## src/rtl/sync_standby_pkg.sv

```systemverilog
package sync_standby_pkg;

  typedef enum logic [1:0] {
    RATE_IDLE    = 2'd0,
    RATE_MEASURE = 2'd1,
    RATE_LOCKED  = 2'd2
  } rateState_t;

  // strobes from control to datapath
  typedef struct packed {
    logic rateRestart;   // load period counter with 1
    logic rateCount;     // advance period counter
    logic useLongLimit;  // select the longer silence timeout
  } dpStrobes_t;

endpackage

```

## src/rtl/sync_silence_counter.sv

```systemverilog
module sync_silence_counter #(
  parameter int W = 12
) (
  input  logic         clk,
  input  logic         rstN,
  input  logic         clear,
  input  logic [W-1:0] limit,
  output logic         quiet
);

  logic [W-1:0] count;

  always_ff @(posedge clk) begin
    if (!rstN) begin
      count <= '0;
    end else if (clear) begin
      count <= '0;
    end else if (count < limit) begin
      count <= count + 1'b1;
    end
  end

  assign quiet = (count >= limit);

endmodule

```

## src/rtl/sync_standby_dp.sv

```systemverilog
module sync_standby_dp
  import sync_standby_pkg::*;
#(
  parameter int NCH         = 2,
  parameter int RATE_LO_CYC = 256,
  parameter int RATE_HI_CYC = 512,
  parameter int RATE_TOL    = 8,
  parameter int TIMEOUT_LO  = 1024,
  parameter int TIMEOUT_HI  = 2048
) (
  input  logic           clk,
  input  logic           rstN,
  input  logic [NCH-1:0] syncTx,
  input  logic [NCH-1:0] syncRx,
  input  dpStrobes_t     strobes,
  output logic [NCH-1:0] riseTx,
  output logic [NCH-1:0] riseRx,
  output logic [NCH-1:0] quietTx,
  output logic [NCH-1:0] quietRx,
  output logic           periodLo,
  output logic           periodHi
);

  localparam int SIL_W = $clog2(TIMEOUT_HI + 1);
  localparam int PER_W = $clog2(RATE_HI_CYC + RATE_TOL + 2);
  localparam logic [PER_W-1:0] LO_MIN = PER_W'(RATE_LO_CYC - RATE_TOL);
  localparam logic [PER_W-1:0] LO_MAX = PER_W'(RATE_LO_CYC + RATE_TOL);
  localparam logic [PER_W-1:0] HI_MIN = PER_W'(RATE_HI_CYC - RATE_TOL);
  localparam logic [PER_W-1:0] HI_MAX = PER_W'(RATE_HI_CYC + RATE_TOL);

  logic [NCH-1:0] txPrev, rxPrev;
  logic [SIL_W-1:0] limitVal;
  logic [PER_W-1:0] perCnt;

  always_ff @(posedge clk) begin
    if (!rstN) begin
      txPrev <= '0;
      rxPrev <= '0;
    end else begin
      txPrev <= syncTx;
      rxPrev <= syncRx;
    end
  end

  assign riseTx = syncTx & ~txPrev;
  assign riseRx = syncRx & ~rxPrev;

  assign limitVal = strobes.useLongLimit ? SIL_W'(TIMEOUT_HI) : SIL_W'(TIMEOUT_LO);

  for (genvar ch = 0; ch < NCH; ch++) begin : g_silence
    sync_silence_counter #(.W(SIL_W)) u_txSilence (
      .clk   (clk),
      .rstN  (rstN),
      .clear (riseTx[ch]),
      .limit (limitVal),
      .quiet (quietTx[ch])
    );
    sync_silence_counter #(.W(SIL_W)) u_rxSilence (
      .clk   (clk),
      .rstN  (rstN),
      .clear (riseRx[ch]),
      .limit (limitVal),
      .quiet (quietRx[ch])
    );
  end

  always_ff @(posedge clk) begin
    if (!rstN) begin
      perCnt <= '0;
    end else if (strobes.rateRestart) begin
      perCnt <= PER_W'(1);
    end else if (strobes.rateCount && (perCnt != '1)) begin
      perCnt <= perCnt + 1'b1;
    end
  end

  assign periodLo = (perCnt >= LO_MIN) && (perCnt <= LO_MAX);
  assign periodHi = (perCnt >= HI_MIN) && (perCnt <= HI_MAX);

endmodule

```

## src/rtl/sync_standby_ctl.sv

```systemverilog
module sync_standby_ctl
  import sync_standby_pkg::*;
#(
  parameter int NCH = 2
) (
  input  logic           clk,
  input  logic           rstN,
  input  logic [NCH-1:0] riseTx,
  input  logic [NCH-1:0] riseRx,
  input  logic [NCH-1:0] quietTx,
  input  logic [NCH-1:0] quietRx,
  input  logic           periodLo,
  input  logic           periodHi,
  output dpStrobes_t     strobes,
  output logic [NCH-1:0] standby,
  output logic [NCH-1:0] syncErr,
  output logic           rateValid,
  output logic           rateHigh
);

  rateState_t rateState, rateStateNext;
  logic rateValidNext, rateHighNext;

  // rate recognition on channel 0 transmit strobe
  always_comb begin
    rateStateNext       = rateState;
    rateValidNext       = rateValid;
    rateHighNext        = rateHigh;
    strobes.rateRestart = 1'b0;
    strobes.rateCount   = 1'b0;
    unique case (rateState)
      RATE_IDLE: begin
        if (riseTx[0]) begin
          strobes.rateRestart = 1'b1;
          rateStateNext       = RATE_MEASURE;
        end
      end
      RATE_MEASURE: begin
        strobes.rateCount = 1'b1;
        if (riseTx[0]) begin
          if (periodLo) begin
            rateStateNext = RATE_LOCKED;
            rateValidNext = 1'b1;
            rateHighNext  = 1'b0;
          end else if (periodHi) begin
            rateStateNext = RATE_LOCKED;
            rateValidNext = 1'b1;
            rateHighNext  = 1'b1;
          end else begin
            strobes.rateRestart = 1'b1;
          end
        end
      end
      default: begin
        rateStateNext = RATE_LOCKED;
      end
    endcase
  end

  assign strobes.useLongLimit = !(rateValid && !rateHigh);

  always_ff @(posedge clk) begin
    if (!rstN) begin
      rateState <= RATE_IDLE;
      rateValid <= 1'b0;
      rateHigh  <= 1'b0;
    end else begin
      rateState <= rateStateNext;
      rateValid <= rateValidNext;
      rateHigh  <= rateHighNext;
    end
  end

  // per-channel standby and error decisions
  for (genvar ch = 0; ch < NCH; ch++) begin : g_chan
    logic seenTx, seenRx;
    logic stbyNext, errNext, exitNow;

    always_comb begin
      exitNow = (seenTx | riseTx[ch]) & (seenRx | riseRx[ch]);
      if (standby[ch]) begin
        stbyNext = !exitNow;
      end else begin
        stbyNext = quietTx[ch] & quietRx[ch] & !riseTx[ch] & !riseRx[ch];
      end

      if (stbyNext) begin
        errNext = 1'b0;
      end else if ((riseTx[ch] && quietRx[ch]) || (riseRx[ch] && quietTx[ch])) begin
        errNext = 1'b1;
      end else if (!quietTx[ch] && !quietRx[ch]) begin
        errNext = 1'b0;
      end else begin
        errNext = syncErr[ch];
      end
    end

    always_ff @(posedge clk) begin
      if (!rstN) begin
        standby[ch] <= 1'b0;
        syncErr[ch] <= 1'b0;
        seenTx      <= 1'b0;
        seenRx      <= 1'b0;
      end else begin
        standby[ch] <= stbyNext;
        syncErr[ch] <= errNext;
        seenTx      <= standby[ch] & (seenTx | riseTx[ch]);
        seenRx      <= standby[ch] & (seenRx | riseRx[ch]);
      end
    end
  end

endmodule

```

## src/rtl/sync_standby_monitor.sv

```systemverilog
module sync_standby_monitor
  import sync_standby_pkg::*;
#(
  parameter int NCH         = 2,
  parameter int RATE_LO_CYC = 256,
  parameter int RATE_HI_CYC = 512,
  parameter int RATE_TOL    = 8,
  parameter int TIMEOUT_LO  = 1024,
  parameter int TIMEOUT_HI  = 2048
) (
  input  logic           clk,
  input  logic           rstN,
  input  logic [NCH-1:0] syncTx,
  input  logic [NCH-1:0] syncRx,
  output logic [NCH-1:0] standby,
  output logic [NCH-1:0] syncErr,
  output logic           rateValid,
  output logic           rateHigh
);

  dpStrobes_t strobes;
  logic [NCH-1:0] riseTx, riseRx, quietTx, quietRx;
  logic periodLo, periodHi;

  sync_standby_dp #(
    .NCH(NCH), .RATE_LO_CYC(RATE_LO_CYC), .RATE_HI_CYC(RATE_HI_CYC),
    .RATE_TOL(RATE_TOL), .TIMEOUT_LO(TIMEOUT_LO), .TIMEOUT_HI(TIMEOUT_HI)
  ) u_dp (
    .clk(clk), .rstN(rstN), .syncTx(syncTx), .syncRx(syncRx),
    .strobes(strobes), .riseTx(riseTx), .riseRx(riseRx),
    .quietTx(quietTx), .quietRx(quietRx),
    .periodLo(periodLo), .periodHi(periodHi)
  );

  sync_standby_ctl #(.NCH(NCH)) u_ctl (
    .clk(clk), .rstN(rstN), .riseTx(riseTx), .riseRx(riseRx),
    .quietTx(quietTx), .quietRx(quietRx),
    .periodLo(periodLo), .periodHi(periodHi), .strobes(strobes),
    .standby(standby), .syncErr(syncErr),
    .rateValid(rateValid), .rateHigh(rateHigh)
  );

endmodule

```

## config.mk

```make
export PLATFORM = sky130hd
export DESIGN_NAME = sync_standby_monitor
export DESIGN_NICKNAME = d
export VERILOG_FILES = /design/src/rtl/sync_standby_pkg.sv /design/src/rtl/sync_silence_counter.sv /design/src/rtl/sync_standby_dp.sv /design/src/rtl/sync_standby_ctl.sv /design/src/rtl/sync_standby_monitor.sv
export SDC_FILE = /design/constraint.sdc
export NUM_CORES = 1
export LEC_CHECK = 0
export BUFFER_PORTS_ARGS = -buffer_cell sky130_fd_sc_hd__buf_2
export CORE_ASPECT_RATIO = 2
export CORE_MARGIN = 2
export CORE_UTILIZATION = 35
export DETAILED_ROUTE_END_ITERATION = 12
export GPL_TIMING_DRIVEN = 0
export MAX_ROUTING_LAYER = met4
export SLEW_MARGIN = 0
export SYNTH_ARGS = -nofsm -noshare
export SYNTH_HDL_FRONTEND = slang
export SYNTH_HIERARCHICAL = 1
export SYNTH_SLANG_ARGS = --single-unit
```

## constraint.sdc

```tcl
create_clock -name clk -period 2.6 [get_ports clk]
set_input_delay 0.39 -clock clk [delete_from_list [all_inputs] [get_ports clk]]
set_output_delay 0.39 -clock clk [all_outputs]
set_load 0.02 [all_outputs]
```

==> results by group <==
Power
  – Static leakage: 2.18 nW
  – Share of power burned in the clock network: 48.7%
  – Total power of the final layout: 2.62 mW
  – Largest voltage drop on the vdd net: 0.000396 V
  – Switching share of power: 22.4%
  – Internal Pwr Total: 2.04 mW
  – Sequential power share: 44.6%
  – Switching pwr: 0.588 mW
  – Power share of the combinational group: 6.8%
  – Total power divided by cell area: 443 mW/mm^2

Yosys
  – Post-synthesis instance total: 582
  – Register bit total from synthesis: 74
  – Cell taking the most area after synthesis: sky130_fd_sc_hd__dfxtp_1
  – Total of warnings raised by yosys: 6
  – Average instance area after synthesis: 8.57 um^2
  – Number of distinct library cells after synthesis: 48
  – Top-area cell type share of the netlist area: 29.7%
  – Area of the mapped netlist: 0.00499 mm^2
  – Post-synthesis sequential area ratio: 29.7%
  – Most repeated cell in the gate-level netlist after synthesis: sky130_fd_sc_hd__dfxtp_1
  – Number of flops mapped to enable cells by yosys: 0
  – Most used standard cells in the synthesized netlist: sky130_fd_sc_hd__dfxtp_1, sky130_fd_sc_hd__a21oi_1, sky130_fd_sc_hd__inv_1
  – Share of flip-flops with an asynchronous set or reset: 0%
  – Most area-consuming cells after synthesis: sky130_fd_sc_hd__dfxtp_1, sky130_fd_sc_hd__ha_1, sky130_fd_sc_hd__a21oi_1
  – Main flop type after synthesis: sky130_fd_sc_hd__dfxtp_1

Clock tree
  – H-tree Lvls: 3
  – CTS Root Cell: sky130_fd_sc_hd__clkbuf_16
  – Number of CTS-inserted buffers: 9
  – Clock slew seen by the registers of the worst setup and hold paths: 0.06 ns
  – Insertion delay to the later sink of the worst-skew pair: 0.33 ns
  – Count of clock tree sinks: 74
  – TritonCTS clock tree: built
  – CTS Hold Bufs: 0
  – Maximum root-to-sink buffer count: 2

Setup path
  – Arrival time worst endpoint: 2.80 ns
  – Required time of the critical path: 2.88 ns
  – Worst setup path category: flop to flop
  – Startpoint types: flop
  – FF-to-FF path depth: 11
  – CP Capture Type: flop
  – Biggest fanout along the worst timing path: 7

Die
  – IO Pins: 12
  – Die extent in y: 173 um
  – Die Area: 0.0153 mm^2
  – Width of the die: 88.4 um
  – Core footprint: 0.0139 mm^2
  – Starting density of the core: 35.9%
  – # rows: 61

Timing
  – Number of max-slew violations in the final report: 0
  – Relative max-transition margin: 60.6%
  – Number of hold violations in the final report: 0
  – Maximum clock frequency: 397 MHz
  – Least-Margin Pin Slew: 0.589 ns
  – Final setup violation count: 0
  – Setup skew after layout: 0.00546 ns
  – Worst Hold Slack: 0.264 ns
  – Fin crit period: 2.52 ns
  – Tcrit/Tclk final: 97.0%

Worst hold path
  – Number of cells on the worst hold path: 2
  – Hold Crit Class: primary input to flop

GRT
  – Maximum number of pins on one net before global-route repair: 16
  – Global-route usage over all layers: 16.9%
  – Initial antenna violation count: 0
  – Global route total overflow: 0
  – First-pass GRT wire length: 20,300 um
  – Number of global-route vias before repair: 4,473

Detailed routing
  – Post-detailed-route via-to-cell ratio: 5.45
  – Routed wire per std cell: 14.2 um
  – Overall via count from detail_route: 4,608
  – Residual DRC: 0
  – Antenna Violating Nets Remaining: 0
  – DRC violation total after the first TritonRoute iteration: 251
  – Drt first pass iters: 4
  – DRT Wirelength: 12,000 um

Status
  – Run status: finished, final reports clean

Place
  – Routability Congestion: 0.859
  – Half-perimeter wire length after placement: 9000 um
  – Instance count after placement with tap cells included: 821
  – Port Buf Inserts: 11

Finish
  – Area added between synthesis and finish: 18.8%
  – Diodes inserted: 0
  – Layout cells sized above 1: 13.9%
  – Non-filler instance count after layout: 846
  – Final layout net count: 713

Job
  – Maximum Capacitance Violations: 0
[critical path, cell delays in order (launching register included)]
cell and delay [ns]:
sky130_fd_sc_hd__dfxtp_1 0.35, sky130_fd_sc_hd__nand2b_4 0.18, sky130_fd_sc_hd__inv_1 0.05, sky130_fd_sc_hd__ha_1 0.33, sky130_fd_sc_hd__nand4_1 0.13, sky130_fd_sc_hd__buf_6 0.14
sky130_fd_sc_hd__o221ai_4 0.15, sky130_fd_sc_hd__buf_6 0.17, sky130_fd_sc_hd__or3_4 0.39, sky130_fd_sc_hd__nor4bb_2 0.18, sky130_fd_sc_hd__o21ai_1 0.21, sky130_fd_sc_hd__and3_1 0.17
[final cells by class]
cell class | count | area (um^2)
Buffer | 22 | 188
Clock buffer | 13 | 270
Clock inverter | 2 | 35.0
Fill cell | 1448 | 7970
Inverter | 58 | 220
Multi-Input combinational cell | 467 | 3360
Sequential cell | 74 | 1480
Tap cell | 189 | 236
Timing Repair Buffer | 21 | 134
[path summary, 6_finish.rpt]
check                          from                      to  slack (ns)
max reg2reg          u_ctl/rateHigh        u_ctl/syncErr[1]        0.08
min                       syncRx[1]          u_dp/rxPrev[1]        0.26
min reg2reg  u_ctl/g_chan[0].seenTx  u_ctl/g_chan[0].seenTx        0.48
max                  u_ctl/rateHigh        u_ctl/syncErr[1]        0.08
[what timing repair did]
action,in CTS,in global routing
gates resized for setup,10,10
setup endpoints to repair,4,4
pin swaps,8,1
setup buffers,7,3
[sequential cells by signal, indices dropped and copies added, names as in the netlist]
name / cells
u_ctl/standby: 2
u_dp/rxPrev: 2
u_dp/g_silence.u_rxSilence/count: 24
u_ctl/rateHigh: 1
u_dp/perCnt: 10
u_dp/g_silence.u_txSilence/count: 24
u_ctl/syncErr: 2
u_dp/txPrev: 2
u_ctl/g_chan.seenTx: 2
u_ctl/rateValid: 1
u_ctl/g_chan.seenRx: 2
u_ctl/rateState: 2
[layout by cell type, fill, tap and decap left out, types with 3 or more instances in the layout]
cell type | Yosys | routed
sky130_fd_sc_hd__nand2b_1 | 6 | 5
sky130_fd_sc_hd__mux2i_1 | 5 | 5
sky130_fd_sc_hd__and2_1 | 4 | 4
sky130_fd_sc_hd__buf_6 | 8 | 9
sky130_fd_sc_hd__or4_2 | 4 | 4
sky130_fd_sc_hd__o211ai_2 | 4 | 4
sky130_fd_sc_hd__clkbuf_1 | 2 | 3
sky130_fd_sc_hd__and4_1 | 5 | 5
sky130_fd_sc_hd__or3_1 | 11 | 9
sky130_fd_sc_hd__dfxtp_1 | 74 | 74
sky130_fd_sc_hd__inv_1 | 58 | 57
sky130_fd_sc_hd__clkbuf_8 | 0 | 3
sky130_fd_sc_hd__and3_1 | 7 | 7
sky130_fd_sc_hd__buf_2 | 0 | 11
sky130_fd_sc_hd__nor4_1 | 6 | 6
sky130_fd_sc_hd__conb_1 | 1 | 40
sky130_fd_sc_hd__a211oi_4 | 0 | 4
sky130_fd_sc_hd__buf_4 | 12 | 21
sky130_fd_sc_hd__clkbuf_16 | 0 | 9
sky130_fd_sc_hd__nand2_1 | 33 | 33
sky130_fd_sc_hd__or4_1 | 32 | 32
sky130_fd_sc_hd__o211ai_1 | 4 | 4
sky130_fd_sc_hd__o221ai_4 | 0 | 4
sky130_fd_sc_hd__or2b_1 | 4 | 4
sky130_fd_sc_hd__nand4_1 | 21 | 21
sky130_fd_sc_hd__nor2b_1 | 15 | 15
sky130_fd_sc_hd__nor3_1 | 6 | 6
sky130_fd_sc_hd__and4_4 | 4 | 4
sky130_fd_sc_hd__ha_1 | 54 | 54
sky130_fd_sc_hd__a21oi_1 | 68 | 66
sky130_fd_sc_hd__nand3_1 | 27 | 27
sky130_fd_sc_hd__o21ai_0 | 10 | 9
sky130_fd_sc_hd__nor2_1 | 18 | 18
sky130_fd_sc_hd__o31ai_1 | 42 | 42
sky130_fd_sc_hd__o21a_1 | 7 | 7
[through the flow]
step           setup WS (ns)  util (%)  area [um^2]  TNS (ns)
2_1_floorplan          0.150         -         5130         0
3_3_place_gp          -0.274      39.1         5430    -0.756
3_5_place_dp          -0.337      39.1         5430     -1.08
4_1_cts               0.0173      42.1         5850         0
5_1_grt             -0.00945      42.7         5920   -0.0156
6_report              0.0780      42.7         5920         0
[per-layer routing]
| metal | wire [um] | global-route usage (%) | up-vias |
|---|---|---|---|
| met1 | 4500 | 16.6 | 2191 |
| met5 | 0 | - | - |
| met3 | 359 | 3.25 | 30 |
| met4 | 325 | 7.58 | 0 |
| met2 | 6810 | 30.9 | 96 |
| li1 | - | - | 2291 |
[logic make-up after synthesis]
family	Yosys count	synth area share, %
xor+xnor	3	0.527
other cells	1	0.0752
mux	7	1.45
compound gates	153	21.2
simple gates	210	25.3
buf+inv	80	8.13
fa+ha+maj	54	13.5
flops	74	29.7
[power by group through the flow]
stage / clock [mW] / combinational [mW] / sequential [mW]
after global placement: 0 / 0.164 / 1.19
after floorplan: 0 / 0.134 / 1.19
after global routing: 1.35 / 0.205 / 1.17
after detailed placement: 0 / 0.172 / 1.19
final: 1.28 / 0.178 / 1.17
after CTS: 1.32 / 0.175 / 1.17
Note: power is estimated with default switching activity, not from simulation.
